### src/rtl/cpm_pkg.sv
`timescale 1ns/1ps
package cpm_pkg;

  typedef enum logic [1:0] {
    PM_1X   = 2'b00,
    PM_1P5X = 2'b01,
    PM_2X   = 2'b10
  } pump_mode_e;

  // One step up the ratio ladder, saturating at 2x.
  function automatic pump_mode_e mode_step_up(pump_mode_e cur);
    case (cur)
      PM_1X:   return PM_1P5X;
      default: return PM_2X;
    endcase
  endfunction

  // Resolve the two force bits against the automatic choice.
  function automatic pump_mode_e mode_select(logic f15, logic f2, pump_mode_e auto_m);
    case ({f2, f15})
      2'b01:   return PM_1P5X;
      2'b10:   return PM_2X;
      2'b11:   return PM_1X;
      default: return auto_m;
    endcase
  endfunction

  // Saturating linear ramp advanced by one per tick.
  function automatic int ramp_next(int cur, int full, logic tick);
    if (tick && cur < full) return cur + 1;
    return cur;
  endfunction

endpackage

### src/rtl/cpm_dropout_qual.sv
`timescale 1ns/1ps
module cpm_dropout_qual #(
  parameter int NCH     = 18,
  parameter int QUAL_US = 400,
  localparam int QW     = $clog2(QUAL_US + 1)
) (
  input  logic           clk,
  input  logic           rst_n,
  input  logic           clr,
  input  logic           us_tick,
  input  logic [NCH-1:0] dropout,
  input  logic [NCH-1:0] ch_en,
  input  logic [NCH-1:0] ch_gpo,
  output logic           any_drop,
  output logic           step
);
  logic [NCH-1:0] counted;
  logic [QW-1:0]  timer_q;

  for (genvar i = 0; i < NCH; i++) begin : g_gate
    assign counted[i] = dropout[i] & ch_en[i] & ~ch_gpo[i];
  end

  assign any_drop = |counted;
  assign step     = ~clr & any_drop & us_tick & (timer_q == QW'(QUAL_US - 1));

  always_ff @(posedge clk or negedge rst_n) begin
    if (!rst_n) begin
      timer_q <= '0;
    end else if (clr || !any_drop) begin
      timer_q <= '0;
    end else if (us_tick) begin
      if (step) timer_q <= '0;
      else      timer_q <= timer_q + QW'(1);
    end
  end
endmodule

### src/rtl/cpm_mode_fsm.sv
`timescale 1ns/1ps
module cpm_mode_fsm
  import cpm_pkg::*;
(
  input  logic       clk,
  input  logic       rst_n,
  input  logic       active,
  input  logic       forced,
  input  logic       back_to_1x,
  input  logic       step,
  output pump_mode_e auto_mode
);
  pump_mode_e auto_q;

  always_ff @(posedge clk or negedge rst_n) begin
    if (!rst_n) begin
      auto_q <= PM_1X;
    end else if (!active || forced || back_to_1x) begin
      auto_q <= PM_1X;
    end else if (step) begin
      auto_q <= mode_step_up(auto_q);
    end
  end

  assign auto_mode = auto_q;
endmodule

### src/rtl/cpm_soft_start.sv
`timescale 1ns/1ps
module cpm_soft_start
  import cpm_pkg::*;
#(
  parameter int SS_US = 125,
  localparam int SSW  = $clog2(SS_US + 1)
) (
  input  logic           clk,
  input  logic           rst_n,
  input  logic           active,
  input  logic           us_tick,
  input  pump_mode_e     mode_now,
  output logic           boost_entry,
  output logic [SSW-1:0] ss_level
);
  pump_mode_e     prev_q;
  logic [SSW-1:0] ss_q;

  assign boost_entry = (mode_now != PM_1X) && (mode_now != prev_q);

  always_ff @(posedge clk or negedge rst_n) begin
    if (!rst_n) begin
      prev_q <= PM_1X;
      ss_q   <= '0;
    end else begin
      prev_q <= mode_now;
      if (!active)                 ss_q <= '0;
      else if (mode_now == PM_1X)  ss_q <= SSW'(SS_US);
      else if (boost_entry)        ss_q <= '0;
      else                         ss_q <= SSW'(ramp_next(int'(ss_q), SS_US, us_tick));
    end
  end

  assign ss_level = ss_q;
endmodule

### src/rtl/cpm_mode_ctrl.sv
`timescale 1ns/1ps
module cpm_mode_ctrl
  import cpm_pkg::*;
#(
  parameter int NCH     = 18,
  parameter int QUAL_US = 400,
  parameter int SS_US   = 125,
  localparam int SSW    = $clog2(SS_US + 1)
) (
  input  logic           clk,
  input  logic           rst_n,
  input  logic           us_tick,
  input  logic [NCH-1:0] ch_en,
  input  logic [NCH-1:0] ch_gpo,
  input  logic [NCH-1:0] dropout,
  input  logic [3:1]     cmd_ctl,
  input  logic           reg_write,
  input  logic           ramp_down_done,
  input  logic           blink_end,
  output logic [1:0]     mode_o,
  output logic           active,
  output logic [SSW-1:0] ss_level
);
  logic       forced;
  logic       back_to_1x;
  logic       qual_clr;
  logic       any_drop;
  logic       step;
  logic       boost_entry;
  pump_mode_e auto_mode;
  pump_mode_e mode_now;

  assign active     = rst_n & ~cmd_ctl[3] & (|ch_en);
  assign forced     = cmd_ctl[1] | cmd_ctl[2];
  assign back_to_1x = reg_write | ramp_down_done | blink_end;
  assign qual_clr   = ~active | forced | back_to_1x;

  cpm_dropout_qual #(.NCH(NCH), .QUAL_US(QUAL_US)) qual_i (
    .clk(clk), .rst_n(rst_n), .clr(qual_clr), .us_tick(us_tick),
    .dropout(dropout), .ch_en(ch_en), .ch_gpo(ch_gpo),
    .any_drop(any_drop), .step(step)
  );

  cpm_mode_fsm fsm_i (
    .clk(clk), .rst_n(rst_n), .active(active), .forced(forced),
    .back_to_1x(back_to_1x), .step(step), .auto_mode(auto_mode)
  );

  assign mode_now = active ? mode_select(cmd_ctl[1], cmd_ctl[2], auto_mode) : PM_1X;
  assign mode_o   = mode_now;

  cpm_soft_start #(.SS_US(SS_US)) ss_i (
    .clk(clk), .rst_n(rst_n), .active(active), .us_tick(us_tick),
    .mode_now(mode_now), .boost_entry(boost_entry), .ss_level(ss_level)
  );
endmodule

### config.mk
export PLATFORM = sky130hd
export DESIGN_NAME = cpm_mode_ctrl
export DESIGN_NICKNAME = d
export VERILOG_FILES = /design/src/rtl/cpm_pkg.sv /design/src/rtl/cpm_dropout_qual.sv /design/src/rtl/cpm_mode_fsm.sv /design/src/rtl/cpm_soft_start.sv /design/src/rtl/cpm_mode_ctrl.sv
export SDC_FILE = /design/constraint.sdc
export NUM_CORES = 1
export LEC_CHECK = 0
export CAP_MARGIN = 30
export CORE_ASPECT_RATIO = 0.75
export CORE_UTILIZATION = 30
export DETAILED_ROUTE_END_ITERATION = 12
export MAX_ROUTING_LAYER = met4
export PLACE_DENSITY = 0.7
export SLEW_MARGIN = 20
export SYNTH_ARGS = -nofsm -noshare
export SYNTH_HDL_FRONTEND = slang
export SYNTH_HIERARCHICAL = 1
export SYNTH_SLANG_ARGS = --single-unit
### constraint.sdc
create_clock -name clk -period 5.8 [get_ports clk]
set_clock_uncertainty 0.1 [all_clocks]
set_input_delay 0.58 -clock clk [delete_from_list [all_inputs] [get_ports clk]]
set_output_delay 0.58 -clock clk [all_outputs]
set_load 0.1 [all_outputs]
==> out/metrics.yaml <==
tightestPinTransition_ns: 0.973
crit_path_end_kind: "primary output"
drc: 0
final_layout_size_suffix_gt1_frac: 0.0551
power_density_nw_per_um2: 176
first_pass_iters: 4
dp_hpwl_um: 3230
slew_headroom: 0.350
setup_violations: 0
grt_pass1_wl_um: 6610
rows: 21
hp-class: "reg -> reg"
mostFrequentLayoutCell: "clkdlybuf4s50_1"
maxCapViolations: 0
ir_drop_uv: 223
htree_levels: 1
leakage_uw: 0.000864
finalCritPeriodShare: 0.698
status: "finished clean"
ys_warn_count: 6
cp.required_ns: 5.12
routedWlPerCell_um: 13.6
die_w_um: 80.5
die_h_um: 60.8
antenna_found_initial: 0
postRouteAntennaNets: 0
finalHoldViolations: 0
critical_path.startpoint_type: "primary input"
syn_area_sq_um: 1390
dp_cells: 289
syn_inst: 163
finalCriticalPeriod_ns: 4.05
n_antenna_cell: 0
numPortBuffers: 72
numCtsBuffers: 3
vias_per_cell: 5.03
multi_input_area_sq_um: 848
cts_root_buffer: "clkbuf_8"
clk_pin_slew_ns: 0.07
rsz0062_at_grt: "no"
grt_pass1_vias: 1416
grtUsageTotal: 0.183
num-fill-cells: 425
cts-hold-fix-buffers: 0
initial_core_util: 0.312
synth_area_per_cell_sq_um: 8.50
vias: 1474
path_class: "in -> out"
fmax_mhz: 247
fin_nets: 302
die-area_sq_um: 4900
syn_nets: 228
post_cts_buffers: 0
cts_tree: "built"
finalSetupTns_ns: 0
core-area_sq_um: 4440
drt_wl_total_um: 3990
cts_num_sinks: 20
cts.repair.resized: 0
dr.first_iter.drc_count: 56
grt_max_degree: 22
globalplace.congestion: 0.874
path_max_fanout: 21
insertion_delay_ns: 0.26
final_max_slew_viol_count: 0
mostFrequentLayoutCells: "clkdlybuf4s50_1 (72), nand2_1 (23), dfrtp_1 (20)"
seqCellArea_sq_um: 500
areaGrowthSynthToFinish_pct: 61.1
grt_overflow: 0
cts_buffer_depth: 2
arrival_ns: 3.37
instances_no_fill: 293
io_pins: 73
-- metrics by stage --
stage / power (uW) / hold slack, ns / worst slack [ns] / cell area, sq um / util
finish: 392 / 0.436 / 1.75 / 2230 / 0.502
global route: 411 / 0.477 / 1.58 / 2230 / 0.502
CTS: 395 / 0.442 / 1.73 / 2230 / 0.502
detailed placement: 256 / 0.423 / 1.76 / 2160 / 0.486
global placement: 255 / 0.419 / 1.81 / 2160 / 0.486
floorplan: 196 / 0.184 / 1.39 / 1390 / -
-- path summary, 6_finish.rpt --
check	startpoint	to	slack, ns	cells past startpoint
setup / recovery	rst_n	mode_o[0]	1.75	5
hold / removal	fsm_i/auto_mode[1]$_DFFE_PN0P_	fsm_i/auto_mode[1]$_DFFE_PN0P_	0.44	2
setup reg to reg	qual_i/timer_q[5]$_DFFE_PN0P_	fsm_i/auto_mode[0]$_DFFE_PN0P_	3.49	6
hold reg to reg	fsm_i/auto_mode[1]$_DFFE_PN0P_	fsm_i/auto_mode[1]$_DFFE_PN0P_	0.44	2
max in group asynchronous	rst_n	fsm_i/auto_mode[1]$_DFFE_PN0P_	4.84	2
min in group asynchronous	rst_n	ss_i/ss_level[6]$_DFFE_PN0P_	0.55	2
-- critical path, stage by stage --
cell and delay, ns:
clkdlybuf4s50_1 0.45, buf_4 0.26, nand2b_1 0.15, a211oi_1 0.65, clkdlybuf4s50_1 1.27
-- registers in the layout, indices dropped and copies added (netlist names) --
| name | cells |
|---|---|
| ss_i/ss_level | 7 |
| ss_i/prev_q | 2 |
| fsm_i/auto_mode | 2 |
| qual_i/timer_q | 9 |
-- report_power, final --
| part | total [uW] | leakage, uW | internal [uW] | switching [uW] |
|---|---|---|---|---|
| logic | 106 | 0.000555 | 53.3 | 52.7 |
| clock network | 139 | 0.0000357 | 92.2 | 46.7 |
| registers | 147 | 0.000273 | 143 | 4.56 |
| total | 392 | 0.000864 | 288 | 104 |
-- per-layer routing --
layer / up-vias / global-route usage / routed length (um)
met5: - / - / 0
met4: 0 / 0.0357 / 27
met3: 4 / 0.0391 / 115
met2: 27 / 0.285 / 1820
met1: 680 / 0.246 / 2020
li1: 763 / - / -
-- final cells by class --
type                       count  share of cell area
sequential                    20               0.224
clock inverter                 1              0.0135
clock buffer                   3              0.0185
tap                           57              0.0320
timing repair buffer          73               0.326
multi-input combinational    136               0.380
inverter                       3             0.00505
Note: power is estimated with default switching activity, not from simulation.
